`config.mk`:
```
export PLATFORM = sky130hd
export DESIGN_NAME = dma_cycle_seq
export DESIGN_NICKNAME = d
export VERILOG_FILES = /design/src/rtl/dma_seq_pkg.sv /design/src/rtl/dma_seq_addr.sv /design/src/rtl/dma_seq_fsm.sv /design/src/rtl/dma_seq_strobe.sv /design/src/rtl/dma_cycle_seq.sv
export SDC_FILE = /design/constraint.sdc
export NUM_CORES = 1
export LEC_CHECK = 0
export ABC_AREA = 1
export BUFFER_PORTS_ARGS = -buffer_cell sky130_fd_sc_hd__buf_2
export CORE_MARGIN = 2
export CORE_UTILIZATION = 49
export DETAILED_ROUTE_END_ITERATION = 6
export GPL_TIMING_DRIVEN = 0
export PLACE_DENSITY = 0.88
export REMOVE_ABC_BUFFERS = 1
export SYNTH_ARGS = -nofsm -noshare
export SYNTH_HDL_FRONTEND = slang
export SYNTH_SLANG_ARGS = --single-unit
```
`constraint.sdc`:
```
create_clock -name clk -period 2.5 [get_ports clk]
set_input_delay 0.625 -clock clk [delete_from_list [all_inputs] [get_ports clk]]
set_output_delay 0.625 -clock clk [all_outputs]
set_load 0.005 [all_outputs]
```
`src/rtl/dma_seq_pkg.sv`:
```
`timescale 1ns/1ps
package dma_seq_pkg;

  typedef enum logic [2:0] {
    ST_IDLE = 3'd0,
    ST_HOLD = 3'd1,
    ST_S1   = 3'd2,
    ST_S2   = 3'd3,
    ST_S3   = 3'd4,
    ST_WAIT = 3'd5,
    ST_S4   = 3'd6
  } seq_state_t;

  localparam logic [1:0] SVC_DEMAND = 2'b00;
  localparam logic [1:0] SVC_SINGLE = 2'b01;

  localparam logic [1:0] XF_WRITE = 2'b01;
  localparam logic [1:0] XF_READ  = 2'b10;

  // A transfer type that really moves data (anything else verifies).
  function automatic logic xfer_moves(input logic [1:0] xt);
    return (xt == XF_WRITE) || (xt == XF_READ);
  endfunction

  // True in every state that owns the bus (S1 through S4 and waits).
  function automatic logic in_working(input seq_state_t s);
    return (s == ST_S1) || (s == ST_S2) || (s == ST_S3) ||
           (s == ST_WAIT) || (s == ST_S4);
  endfunction

endpackage

```
`src/rtl/dma_seq_addr.sv`:
```
`timescale 1ns/1ps
module dma_seq_addr #(
  parameter int ADDR_W = 16,
  parameter int LO_W   = 8,
  localparam int HI_W  = ADDR_W - LO_W
) (
  input  logic [ADDR_W-1:0] cur_addr,
  input  logic              addr_down,
  input  logic              show_hi,
  input  logic              show_lo,
  output logic [HI_W-1:0]   hi_addr_out,
  output logic [LO_W-1:0]   lo_addr_out,
  output logic              hi_moves
);

  // Address the register file will present after this transfer.
  function automatic logic [ADDR_W-1:0] stepped(input logic [ADDR_W-1:0] a,
                                                input logic down);
    return down ? (a - ADDR_W'(1)) : (a + ADDR_W'(1));
  endfunction

  // Upper part of two addresses differs: the external latch is stale.
  function automatic logic upper_differs(input logic [ADDR_W-1:0] a,
                                         input logic [ADDR_W-1:0] b);
    return a[ADDR_W-1:LO_W] != b[ADDR_W-1:LO_W];
  endfunction

  logic [ADDR_W-1:0] next_addr;

  always_comb begin
    next_addr   = stepped(cur_addr, addr_down);
    hi_moves    = upper_differs(cur_addr, next_addr);
    hi_addr_out = show_hi ? cur_addr[ADDR_W-1:LO_W] : '0;
    lo_addr_out = show_lo ? cur_addr[LO_W-1:0] : '0;
  end

endmodule

```
`src/rtl/dma_seq_fsm.sv`:
```
`timescale 1ns/1ps
module dma_seq_fsm
  import dma_seq_pkg::*;
(
  input  logic       clk,
  input  logic       rst,
  input  logic       svc_req,
  input  logic       hold_ack,
  input  logic       ready,
  input  logic       dreq_active,
  input  logic       eop_in_n,
  input  logic       tc_last,
  input  logic [1:0] svc_mode,
  input  logic [1:0] xfer_type,
  input  logic       compressed,
  input  logic       hi_moves,
  output seq_state_t state_q,
  output logic       xfer_step,
  output logic       svc_end
);

  seq_state_t state_d;
  logic       ext_eop_q;
  logic       stall;
  logic       eop_seen;
  logic       finish;

  always_comb begin
    stall    = !ready && xfer_moves(xfer_type);
    eop_seen = !eop_in_n || ext_eop_q;
    finish   = tc_last || eop_seen || (svc_mode == SVC_SINGLE) ||
               ((svc_mode == SVC_DEMAND) && !dreq_active);
    state_d  = state_q;
    case (state_q)
      ST_IDLE: if (svc_req) state_d = ST_HOLD;
      ST_HOLD: if (hold_ack) state_d = ST_S1;
      ST_S1:   state_d = ST_S2;
      ST_S2: begin
        if (!compressed)  state_d = ST_S3;
        else if (stall)   state_d = ST_WAIT;
        else              state_d = ST_S4;
      end
      ST_S3:   state_d = stall ? ST_WAIT : ST_S4;
      ST_WAIT: if (!stall) state_d = ST_S4;
      ST_S4: begin
        if (finish)        state_d = ST_IDLE;
        else if (hi_moves) state_d = ST_S1;
        else               state_d = ST_S2;
      end
      default: state_d = ST_IDLE;
    endcase
  end

  always_ff @(posedge clk) begin
    if (rst) begin
      state_q   <= ST_IDLE;
      ext_eop_q <= 1'b0;
    end else begin
      state_q <= state_d;
      if (!in_working(state_q))
        ext_eop_q <= 1'b0;
      else if (!eop_in_n)
        ext_eop_q <= 1'b1;
    end
  end

  assign xfer_step = (state_q == ST_S4);
  assign svc_end   = xfer_step && finish;

endmodule

```
`src/rtl/dma_seq_strobe.sv`:
```
`timescale 1ns/1ps
module dma_seq_strobe
  import dma_seq_pkg::*;
(
  input  seq_state_t state_q,
  input  logic [1:0] xfer_type,
  input  logic       compressed,
  input  logic       tc_last,
  output logic       hold_req,
  output logic       addr_en,
  output logic       addr_strobe,
  output logic       show_hi,
  output logic       show_lo,
  output logic       mem_rd,
  output logic       mem_wr,
  output logic       io_rd,
  output logic       io_wr,
  output logic       eop_out
);

  logic read_phase;
  logic write_phase;
  logic is_rd;
  logic is_wr;
  logic eop_state;

  always_comb begin
    read_phase  = (state_q == ST_S3) || (state_q == ST_WAIT) || (state_q == ST_S4);
    write_phase = (state_q == ST_WAIT) || (state_q == ST_S4);
    is_rd       = (xfer_type == XF_READ);
    is_wr       = (xfer_type == XF_WRITE);
    eop_state   = compressed ? (state_q == ST_S2) : (state_q == ST_S4);

    hold_req    = (state_q != ST_IDLE);
    addr_en     = in_working(state_q);
    addr_strobe = (state_q == ST_S1);
    show_hi     = addr_strobe;
    show_lo     = addr_en;
    mem_rd      = is_rd && read_phase;
    io_wr       = is_rd && write_phase;
    io_rd       = is_wr && read_phase;
    mem_wr      = is_wr && write_phase;
    eop_out     = tc_last && eop_state;
  end

endmodule

```
`src/rtl/dma_cycle_seq.sv`:
```
`timescale 1ns/1ps
module dma_cycle_seq
  import dma_seq_pkg::*;
#(
  parameter int ADDR_W = 16,
  parameter int LO_W   = 8,
  localparam int HI_W  = ADDR_W - LO_W
) (
  input  logic              clk,
  input  logic              rst,
  input  logic              svc_req,
  input  logic              hold_ack,
  input  logic              ready,
  input  logic              dreq_active,
  input  logic              eop_in_n,
  input  logic              tc_last,
  input  logic [1:0]        svc_mode,
  input  logic [1:0]        xfer_type,
  input  logic              compressed,
  input  logic              addr_down,
  input  logic [ADDR_W-1:0] cur_addr,
  output logic              hold_req,
  output logic              addr_en,
  output logic              addr_strobe,
  output logic [HI_W-1:0]   hi_addr_out,
  output logic [LO_W-1:0]   lo_addr_out,
  output logic              mem_rd,
  output logic              mem_wr,
  output logic              io_rd,
  output logic              io_wr,
  output logic              eop_out,
  output logic              xfer_step
);

  seq_state_t state_q;
  logic       hi_moves;
  logic       svc_end;
  logic       show_hi;
  logic       show_lo;

  dma_seq_fsm u_fsm (
    .clk         (clk),
    .rst         (rst),
    .svc_req     (svc_req),
    .hold_ack    (hold_ack),
    .ready       (ready),
    .dreq_active (dreq_active),
    .eop_in_n    (eop_in_n),
    .tc_last     (tc_last),
    .svc_mode    (svc_mode),
    .xfer_type   (xfer_type),
    .compressed  (compressed),
    .hi_moves    (hi_moves),
    .state_q     (state_q),
    .xfer_step   (xfer_step),
    .svc_end     (svc_end)
  );

  dma_seq_addr #(.ADDR_W(ADDR_W), .LO_W(LO_W)) u_addr (
    .cur_addr    (cur_addr),
    .addr_down   (addr_down),
    .show_hi     (show_hi),
    .show_lo     (show_lo),
    .hi_addr_out (hi_addr_out),
    .lo_addr_out (lo_addr_out),
    .hi_moves    (hi_moves)
  );

  dma_seq_strobe u_strobe (
    .state_q     (state_q),
    .xfer_type   (xfer_type),
    .compressed  (compressed),
    .tc_last     (tc_last),
    .hold_req    (hold_req),
    .addr_en     (addr_en),
    .addr_strobe (addr_strobe),
    .show_hi     (show_hi),
    .show_lo     (show_lo),
    .mem_rd      (mem_rd),
    .mem_wr      (mem_wr),
    .io_rd       (io_rd),
    .io_wr       (io_wr),
    .eop_out     (eop_out)
  );

endmodule

```
# [Word level (Yosys, flattened, before mapping)]
# Cells that the tools add are included.
[totals] reg_bits=4 input_bits=30 out_inout_bits=25 wordCells=57
[classes] addsub=2 eq_ne=13 mux=12 bitwise_logic=1 reduce_logical=27
[op_table] op="3-bit one-hot mux with 7 select lines" count=1
[op_table] op="16-bit by 1-bit adder with 16-bit output, second input constant" count=1
[op_table] op="16-bit 2-to-1 mux" count=1
[op_table] op="8-bit 2-to-1 mux" count=2
[op_table] op="16-bit by 1-bit subtractor with 16-bit output, second input constant" count=1
[op_table] op="3-bit 2-to-1 mux" count=5
[op_table] op="1-bit logical OR" count=12
[op_table] op="3-bit equality test, second input constant" count=3
[op_table] op="8-bit != test" count=1
[op_table] op="1-bit logical AND" count=7
[op_table] op="3-bit by 2-bit equality test with 1-bit output, second input constant" count=2
[op_table] op="2-bit != test, second input constant" count=3
[op_table] op="2-bit by 1-bit equality test with 1-bit output, second input constant" count=2
[op_table] op="3-bit by 1-bit equality test with 1-bit output, second input constant" count=1
[op_table] op="1-bit logical NOT" count=3
[op_table] op="3-bit logical NOT" count=1
[op_table] op="3-bit AND reduction" count=1
[op_table] op="3-bit nonzero test" count=1
[op_table] op="2-bit equality test, second input constant" count=1
[op_table] op="2-bit logical NOT" count=1
[op_table] op="1-bit 2-to-1 mux" count=2
[op_table] op="2-bit 2-to-1 mux" count=1
[op_table] op="2-bit OR reduction" count=1
[op_table] op="1-bit inverter" count=1

# [Longest topological paths before layout]
# Gate-level depths: netlist of run 1.
[logic_depth] depth_word=7 depth_mapped=15 ltp_nobuf=15

# [By module]
# Synthesis of run 1 repeated with hierarchy kept, for this count alone.
[hier_totals] hier_cells=317 area_unflattened_um2=1552.7
[by_module_without_submodules] module="dma_seq_addr" n_inst=1 cells_per_inst=231 area_per_inst_um2=1086.0 seq_area_each_um2=0.0
[by_module_without_submodules] module="dma_seq_fsm" n_inst=1 cells_per_inst=58 area_per_inst_um2=329.1 seq_area_each_um2=80.1
[by_module_without_submodules] module="dma_seq_strobe" n_inst=1 cells_per_inst=28 area_per_inst_um2=137.6 seq_area_each_um2=0.0

# [Worst setup path after synthesis of run 1]
# No wires, ideal clock.
[synth_path] kind="input-to-reg" start="input addr_down" end="register u_fsm.state_q[0]" setup_time_ps=123 arrival_time_ps=1860 required_ps=2377 path_slack_ps=517 stages=13 n_path_buf=0 cell_sequence="ha_1 > nand2_1 > inv_1 > a21oi_1 > nor2_1 > nor2_1 > nand3_1 > nand2_1 > nor2_1 > nand3_1 > nand2_1 > nand2_1 > a21oi_2"
[synth_between] elab_chain_cells=5
[synth_lines] element="start: declaration" line="dma_cycle_seq.sv:20" text="input logic addr_down,"
[synth_lines] element="16-bit 2-to-1 mux" line="dma_seq_addr.sv:19" text="return down ? (a - ADDR_W'(1)) : (a + ADDR_W'(1));"
[synth_lines] element="8-bit != test" line="dma_seq_addr.sv:25" text="return a[ADDR_W-1:LO_W] != b[ADDR_W-1:LO_W];"
[synth_lines] element="1-bit 2-to-1 mux" line="dma_seq_fsm.sv:47" text="else if (hi_moves) state_d = ST_S1;"
[synth_lines] element="3-bit 2-to-1 mux" line="dma_seq_fsm.sv:46" text="if (finish) state_d = ST_IDLE;"
[synth_lines] element="3-bit one-hot mux with 7 select lines" line="dma_seq_fsm.sv:34" text="case (state_q)"
[synth_lines] element="end signal: assignment" line="dma_seq_fsm.sv:59" text="state_q <= state_d;"
[synth_lines] element="end: declaration" line="dma_seq_fsm.sv:17" text="output seq_state_t state_q,"
# No other way between the ends.
# A chain may end at the register's enable or synchronous reset.

# [Worst setup path in the final report of run 1]
[layout_path] start="register u_fsm.state_q[1]" end="output hi_addr_out[0]"
[layout_between] elab_chain_cells=2
[layout_lines] element="3-bit by 2-bit equality test with 1-bit output" line="dma_seq_strobe.sv:36" text="addr_strobe = (state_q == ST_S1);"
[layout_lines] element="8-bit 2-to-1 mux" line="dma_seq_addr.sv:33" text="hi_addr_out = show_hi ? cur_addr[ADDR_W-1:LO_W] : '0;"
[layout_lines] element="end: declaration" line="dma_cycle_seq.sv:25" text="output logic [HI_W-1:0] hi_addr_out,"
# No other way between the ends.

==> flow_summary.ini, run 1 <==
[drt]
drt-total-wl_mm = 3.26
first_pass_iters = 4
wl_per_cell_um = 9.04
via_per_inst = 4.82
drc = 0
vias = 1740
drtIter0Drc = 42
ant_nets = 0

[power]
cellPowerDensity_mw_per_mm2 = 323
power_mw = 0.553
total_leakage_power_nw = 1.15
ir_worst_vdd_mv = 0.285

[placement]
io_buffers = 54
gp_congestion = 0.956
dp.cells = 358
dpl_worst_slack_ns = 0.0593
placed_area_sq_mm = 0.00169
dp_hpwl_mm = 2.76

[floorplanning]
die_area_sq_mm = 0.00326
io-pin-count = 55
core-area_sq_mm = 0.00271
die_y_um = 57.1
rows = 19
start_util = 0.509
die_width_um = 57.1

[synth]
synth-xor-area-share = 0.0444
synth_common_cells = 84 x nand2_1, 59 x inv_1, 44 x nor2_1, 19 x nand3_1, 16 x ha_1
yosysTopAreaCellShare = 0.228
yosys.area_share.adder = 0.145
synth-simple-area-share = 0.490
seq_area_frac_synth = 0.0580
syn-cell-area_sq_mm = 0.00138
ys_top_cells_by_area = nand2_1 23%, inv_1 16%, ha_1 15%
synth_top_area_cell = nand2_1
yosys_warnings = 0
synth_most_common_cell = nand2_1
synth_enable_flop_cells = 0
ys.flop_type = dfxtp_1
synth-compound-area-share = 0.0916
postSynthCellCount = 273
ys_async_sr_fraction = 0
yosysUniqueCellTypes = 23
synth-seq-cells = 4
synth.area.mux_share = 0
synth_top_family_by_area = simple AND/OR/NAND/NOR gates
syn_area_per_cell_sq_um = 5.06

[clock_tree]
cts_inserted_buffers = 3
clockRootBuffer = clkbuf_4
cts_tree = built
cts_resized = 0
clkTransAtPathRegs_ns = 0.04
clkLatencyLatePin_ns = 0.24
clk_path_buf_depth = 2
htree_levels = 1
post_cts_buffers = 0
hold_buffers = 0
cts.sinks = 4

[layout]
drive_gt1_frac = 0.194
n_antenna_cell = 0
fin_nets = 378
finish.instance_area_sq_mm = 0.00171
layoutNonFillerInstCount = 361
fill_cells = 288
syn2layout_area_growth_pct = 24.0

[sta]
skew_ns = 0.00565
slew_viol_final = 0
setup_viol = 0
layout_min_cycle_time_ns = 2.25
fmax_mhz = 444
hold_violations = 0
period_share = 0.902
rsz0062_at_grt = false
worstMarginPinSlew_ns = 0.314
tns_ns = 0
setup_slack_ns = 0.246
relSlewSlack = 0.791

[grt]
grt_pass1_vias = 1379
grt_max_degree = 17
grt_pass1_wl_mm = 5.34
grt_usage = 0.198
antenna_found_initial = 0
gr-total-overflow = 0

[setup_path]
crit_required_ns = 1.88
worstSetupEndpointType = output pin
worstSetupStartpointType = flop
worstPathMaxFanout = 9
reg2reg_depth = 10
path_class = reg -> out
r2r_slack_ns = 0.91
cp.arrival_ns = 1.63

[job]
drv_cap = 0

[hold_path]
hp-class = reg -> reg
holdPathStages = 2

[status]
status = completed
[routing by layer]
layer,wire (um),GRT usage,vias to the layer above
li1,-,-,954
met1,1490,0.251,733
met2,1560,0.360,49
met3,202,0.0227,4
met4,11,0.0399,0
met5,0,0,-
[cell families after synthesis]
kind of cell | Yosys count
xor gates and xnor gates | 7
and+or+nand+nor | 161
DFF | 4
AOI/OAI and AO/OA | 22
buffers and inverters | 63
adders and majority gates | 16
[worst max-delay path: stages, from the launching register on]
cell and delay, ns:
dfxtp_1 0.43, inv_2 0.09, nor3_1 0.24, clkinv_1 0.32
nor2_1 0.18, buf_2 0.13
[state kept, by name, indices dropped and copies added (netlist names)]
name / count
u_fsm.state_q: 3
u_fsm.ext_eop_q: 1
[final timing paths]
| kind | to | startpoint |
|---|---|---|
| setup / recovery | hi_addr_out[0] | u_fsm.state_q[1]$_SDFFE_PP0P_ |
| hold reg to reg | u_fsm.ext_eop_q$_SDFFE_PP0N_ | u_fsm.ext_eop_q$_SDFFE_PP0N_ |
| hold / removal | u_fsm.ext_eop_q$_SDFFE_PP0N_ | u_fsm.ext_eop_q$_SDFFE_PP0N_ |
| setup reg to reg | u_fsm.state_q[0]$_SDFFE_PP0P_ | u_fsm.state_q[2]$_SDFFE_PP0P_ |
[layout by cell type, fill, tap and decap left out]
master	Yosys	routed
a21oi_1	12	12
a21oi_2	2	2
a22oi_1	1	1
a31oi_1	1	1
and2_1	2	2
buf_2	0	54
clkbuf_4	0	3
clkinv_1	2	2
dfxtp_1	4	4
ha_1	16	16
inv_1	59	59
inv_2	2	2
nand2_1	84	84
nand3_1	19	19
nand3b_1	1	1
nand4_1	4	4
nand4_2	1	1
nor2_1	44	44
nor3_1	4	4
nor3_4	1	1
o21ai_0	4	4
o21bai_1	2	2
or2_2	1	1
xnor2_1	4	4
xor2_1	3	3
[cell type report]
type                       count  area, sq um  share of cell area
multi-input combinational    206         1060               0.621
tap                           31         38.8              0.0227
sequential                     4         80.1              0.0468
timing repair buffer          54          270               0.158
inverter                      63          236               0.138
clock buffer                   3         22.5              0.0132
[per-stage QoR]
step	util	hold WS (ns)
floorplan	-	0.519
global placement	0.623	0.545
detailed placement	0.623	0.565
CTS	0.632	0.585
global route	0.632	0.595
finish	0.632	0.569
[power by group]
| part | switching (mW) | internal (mW) | total (mW) |
|---|---|---|---|
| clock network | 0.0286 | 0.0538 | 0.0824 |
| registers | 0.0158 | 0.0733 | 0.0891 |
| logic | 0.228 | 0.153 | 0.381 |
(Power assumes the default switching activity.)
==> inputs of run 2 (changes only) <==
--- a/config.mk
+++ b/config.mk
@@ -8,11 +8,12 @@
 export ABC_AREA = 1
 export BUFFER_PORTS_ARGS = -buffer_cell sky130_fd_sc_hd__buf_2
 export CORE_MARGIN = 2
-export CORE_UTILIZATION = 49
+export CORE_UTILIZATION = 50
 export DETAILED_ROUTE_END_ITERATION = 6
 export GPL_TIMING_DRIVEN = 0
-export PLACE_DENSITY = 0.88
+export PLACE_DENSITY = 0.87
 export REMOVE_ABC_BUFFERS = 1
 export SYNTH_ARGS = -nofsm -noshare
 export SYNTH_HDL_FRONTEND = slang
+export SYNTH_HIERARCHICAL = 1
 export SYNTH_SLANG_ARGS = --single-unit
==> flow_summary.ini, run 2 <==
[status]
status = completed

[sta]
setup_slack_ns = 0.208
relSlewSlack = 0.622
period_share = 0.917
hold_violations = 0
setup_viol = 0
slew_viol_final = 0
worstMarginPinSlew_ns = 0.564
rsz0062_at_grt = false
tns_ns = 0
fmax_mhz = 436
layout_min_cycle_time_ns = 2.29
skew_ns = 0.00445

[clock_tree]
clockRootBuffer = clkbuf_4
post_cts_buffers = 0
clkTransAtPathRegs_ns = 0.04
htree_levels = 1
clk_path_buf_depth = 2
cts_tree = built
clkLatencyLatePin_ns = 0.25
cts.sinks = 4
cts_inserted_buffers = 3

[floorplanning]
start_util = 0.515
io-pin-count = 55
die_area_sq_mm = 0.00356
die_width_um = 59.6
die_y_um = 59.6
core-area_sq_mm = 0.00300
rows = 20

[setup_path]
worstSetupStartpointType = input port
path_cells = buf_2, ha_1, or2_2, nand3_1, nand2_1, nand2_1, nand3b_1, nand2_1, nand2_1, nor2_1, nand2_1, inv_1, nand4_1, nand3_1, nand2_1, nand2_1
worstSetupEndpointType = flop
path_class = in -> reg
worstPathMaxFanout = 16
cp.arrival_ns = 2.48
crit_required_ns = 2.69
critPathMaxStageDelay_ns = 0.33
worst_path_most_repeated_cell = nand2_1
slowest_stage = ha_1

[layout]
syn2layout_area_growth_pct = 20.5
fill_cells = 310
n_antenna_cell = 0
top_regs = u_fsm/state_q: 3 flops, u_fsm/ext_eop_q: 1 flops
drive_gt1_frac = 0.203
multi_input_area_sq_mm = 0.00117
layout_commonest_cell = nand2_1
regArea_sq_um = 80.1
largest_reg_flops = 3
top_register = u_fsm/state_q
fin_nets = 416
final_cell_mix = 131 x nand2_1, 70 x inv_1, 54 x buf_2

[power]
ir_worst_vdd_mv = 0.123
cellPowerDensity_mw_per_mm2 = 410
total_leakage_power_nw = 1.34

[hold_path]
hp-class = reg -> reg

[job]
drv_cap = 0

[drt]
via_per_inst = 4.61
drtIter0Drc = 60
drt-total-wl_mm = 3.36
drc = 0
first_pass_iters = 4
ant_nets = 0
vias = 1853
wl_per_cell_um = 8.35

[synth]
syn-cell-area_sq_mm = 0.00155
yosys_warnings = 6
syn_area_per_cell_sq_um = 4.90
postSynthCellCount = 316

[grt]
grt_pass1_wl_mm = 5.51
grt_pass1_vias = 1481
grt_usage = 0.196
gr-total-overflow = 0
grt_max_degree = 17
antenna_found_initial = 0

[placement]
dpl_worst_slack_ns = -0.0500
gp_congestion = 0.820
dp_hpwl_mm = 2.86
io_buffers = 54
[run 2: worst paths after layout]
| path | startpoint | end | slack [ns] | depth (start not counted) |
|---|---|---|---|---|
| max | addr_down | u_fsm/state_q[0]$_SDFFE_PP0P_ | 0.21 | 16 |
| min | u_fsm/ext_eop_q$_SDFFE_PP0N_ | u_fsm/ext_eop_q$_SDFFE_PP0N_ | 0.55 | 3 |
| min reg2reg | u_fsm/ext_eop_q$_SDFFE_PP0N_ | u_fsm/ext_eop_q$_SDFFE_PP0N_ | 0.55 | 3 |
| max reg2reg | u_fsm/state_q[2]$_SDFFE_PP0P_ | u_fsm/state_q[1]$_SDFFE_PP0P_ | 1.25 | 6 |
[run 2: what timing repair did]
item | CTS | global route
gates resized for setup | 1 | 0
hold buffers | 0 | 0
hold endpoints to repair | 0 | 0
endpoints found under the setup margin | 9 | 0
[run 2: power breakdown]
group          internal [mW]  switching (mW)
Sequential            0.0814          0.0463
Combinational          0.229           0.324
Clock                 0.0539          0.0302
[run 2: stage by stage]
step	hold WS, ns	power, mW	cells	util	instance area [sq um]
floorplan	0.532	0.508	312	-	1530
global placement	0.552	0.666	399	0.612	1840
detailed placement	0.550	0.680	399	0.612	1840
CTS	0.542	0.771	402	0.621	1860
global route	0.542	0.873	402	0.621	1860
finish	0.554	0.765	402	0.621	1860
[run 2: area by class of cell]
type,instances,share of cell area
inverter,74,0.149
tap,33,0.0221
timing repair buffer,54,0.145
sequential,4,0.0430
clock buffer,3,0.0121
multi-input combinational,234,0.629
[run 2: critical path: cells and delay by family]
kind / cells / cell delay (ns)
buffers and inverters: 2 / 0.33
adder cells (fa/ha/maj): 1 / 0.33
AND/OR/NAND/NOR: 13 / 1.19
[run 2: metal layers]
metal / up-vias / global-route usage / share of wire
li1: 1049 / - / -
met1: 744 / 0.237 / 0.48
met4: 0 / 0.0444 / 0.0057
met5: - / 0 / 0
met3: 2 / 0.0262 / 0.062
met2: 58 / 0.364 / 0.45
==> inputs of run 3 (changes only) <==
==> constraint.sdc (replaced) <==
create_clock -name clk -period 2.4 [get_ports clk]
set_input_delay 0.6 -clock clk [delete_from_list [all_inputs] [get_ports clk]]
set_output_delay 0.6 -clock clk [all_outputs]
set_load 0.005 [all_outputs]
==> flow_summary.ini, run 3 (synthesis results as in run 2) <==
[status]
status = completed

[setup_path]
path_buf_inv = 2
worstSetupEndpointType = flop
worstPathMaxFanout = 16
critPathMaxStageDelay_ns = 0.36
path_cells = buf_4, ha_2, nand2_1, nand2_1, nand2_1, nand2_1, or2_2, nand3_1, nand2_1, nand2_1, nor2_1, nand2_1, inv_1, nand4_1, nand3_1, nand2_1, nand2_1
cp_top_family = simple AND/OR/NAND/NOR gates
cp.arrival_ns = 2.35
path_class = in -> reg
worst_path_most_repeated_cell = nand2_1
worstSetupStartpointType = input port
crit_required_ns = 2.53
slowest_stage = ha_2

[floorplanning]
die_width_um = 59.6
io-pin-count = 55
die_area_sq_mm = 0.00356
start_util = 0.515
rows = 20
die_y_um = 59.6
core-area_sq_mm = 0.00300

[clock_tree]
clkLatencyLatePin_ns = 0.25
htree_levels = 1
post_cts_buffers = 0
cts.sinks = 4
hold_buffers = 0
clockRootBuffer = clkbuf_4
cts_inserted_buffers = 3
cts_tree = built
clk_path_buf_depth = 2
clkTransAtPathRegs_ns = 0.04

[layout]
layoutNonFillerInstCount = 402
final_cell_mix = 131 x nand2_1, 70 x inv_1, 53 x buf_2
syn2layout_area_growth_pct = 23.7
largest_reg_flops = 3
regArea_sq_um = 80.1
finish.instance_area_sq_mm = 0.00191
fin_nets = 416
top_regs = u_fsm/state_q: 3 flops, u_fsm/ext_eop_q: 1 flops
drive_gt1_frac = 0.222
layout_commonest_cell = nand2_1
multi_input_area_sq_mm = 0.00122
fill_cells = 296
top_register = u_fsm/state_q
n_antenna_cell = 0

[drt]
vias = 1873
top_layer_used = met4
ant_nets = 0
via_per_inst = 4.66
wl_per_cell_um = 8.62
first_pass_iters = 4
routedLengthMet1_mm = 1.63
wl_met3_um = 228
drc = 0
drtIter0Drc = 60
drt-total-wl_mm = 3.47
wl_met2_mm = 1.58

[power]
power.internal_mw = 0.388
cellPowerDensity_mw_per_mm2 = 424
pwr-share-seq = 0.165
netSwitchingPower_mw = 0.423
ir_worst_vdd_mv = 0.128
power_mw = 0.811
total_leakage_power_nw = 1.34
clockPowerShare = 0.108
switching_share = 0.521
power_frac_comb = 0.727

[sta]
rsz0062_at_grt = false
hold_violations = 0
setup_slack_ns = 0.184
relSlewSlack = 0.612
whs_ns = 0.531
fmax_mhz = 451
layout_min_cycle_time_ns = 2.22
worstMarginPinSlew_ns = 0.579
setup_viol = 0
period_share = 0.923
skew_ns = 0.00417
slew_viol_final = 0

[grt]
grt_max_degree = 17
grt_pass1_wl_mm = 5.51
grt_usage = 0.196
antenna_found_initial = 0
gr-total-overflow = 0
grt_pass1_vias = 1481

[placement]
dp_hpwl_mm = 2.86
dpl_worst_slack_ns = -0.125
gp_congestion = 0.820
dp.cells = 399
io_buffers = 54
placed_area_sq_mm = 0.00184

[hold_path]
hp-class = in -> reg

[job]
drv_cap = 0
==> run 3: final cells by class <==
cell class,count,share of cell area
sequential,4,0.0418
tap,33,0.0216
clock buffer,3,0.0118
multi-input combinational,234,0.637
timing repair buffer,54,0.142
inverter,74,0.145
==> run 3: stage by stage <==
step,util,setup TNS (ns)
after floorplan,-,0
after detailed placement,0.612,-0.125
final,0.638,0
after global placement,0.612,-0.0785
after global routing,0.638,0
after CTS,0.621,0
==> run 3: final timing paths <==
kind,slack (ns),depth (start not counted),startpoint,end
worst min-delay path,0.53,2,rst,u_fsm/state_q[2]$_SDFFE_PP0P_
worst max register to register,1.16,6,u_fsm/state_q[2]$_SDFFE_PP0P_,u_fsm/state_q[1]$_SDFFE_PP0P_
worst max-delay path,0.18,17,addr_down,u_fsm/state_q[0]$_SDFFE_PP0P_
worst min register to register,0.55,3,u_fsm/ext_eop_q$_SDFFE_PP0N_,u_fsm/ext_eop_q$_SDFFE_PP0N_
==> run 3: timing repair <==
item,4_1_cts,5_1_grt
setup endpoints to repair,9,1
gates cloned,0,0
gates resized for setup,1,9
==> run 3: worst reg2reg max path, stage by stage, from the launching register on <==
cell and delay, ns:
dfxtp_1 0.57, nor2_1 0.14, nand3b_1 0.15, nand3_2 0.09, nor2_2 0.10, inv_1 0.05, nor2_1 0.09
==> run 3: power groups by stage <==
stage,Combinational (mW),Clock [mW],Sequential (mW)
2_1_floorplan,0.407,0,0.122
3_3_place_gp,0.563,0,0.131
3_5_place_dp,0.576,0,0.133
4_1_cts,0.580,0.0915,0.132
5_1_grt,0.685,0.0998,0.139
6_report,0.590,0.0875,0.134
==> run 3: metal layers <==
layer | vias to the layer above | global-route usage
met4 | 0 | 0.0444
met2 | 54 | 0.364
met3 | 2 | 0.0262
li1 | 1051 | -
met1 | 766 | 0.237
met5 | - | 0
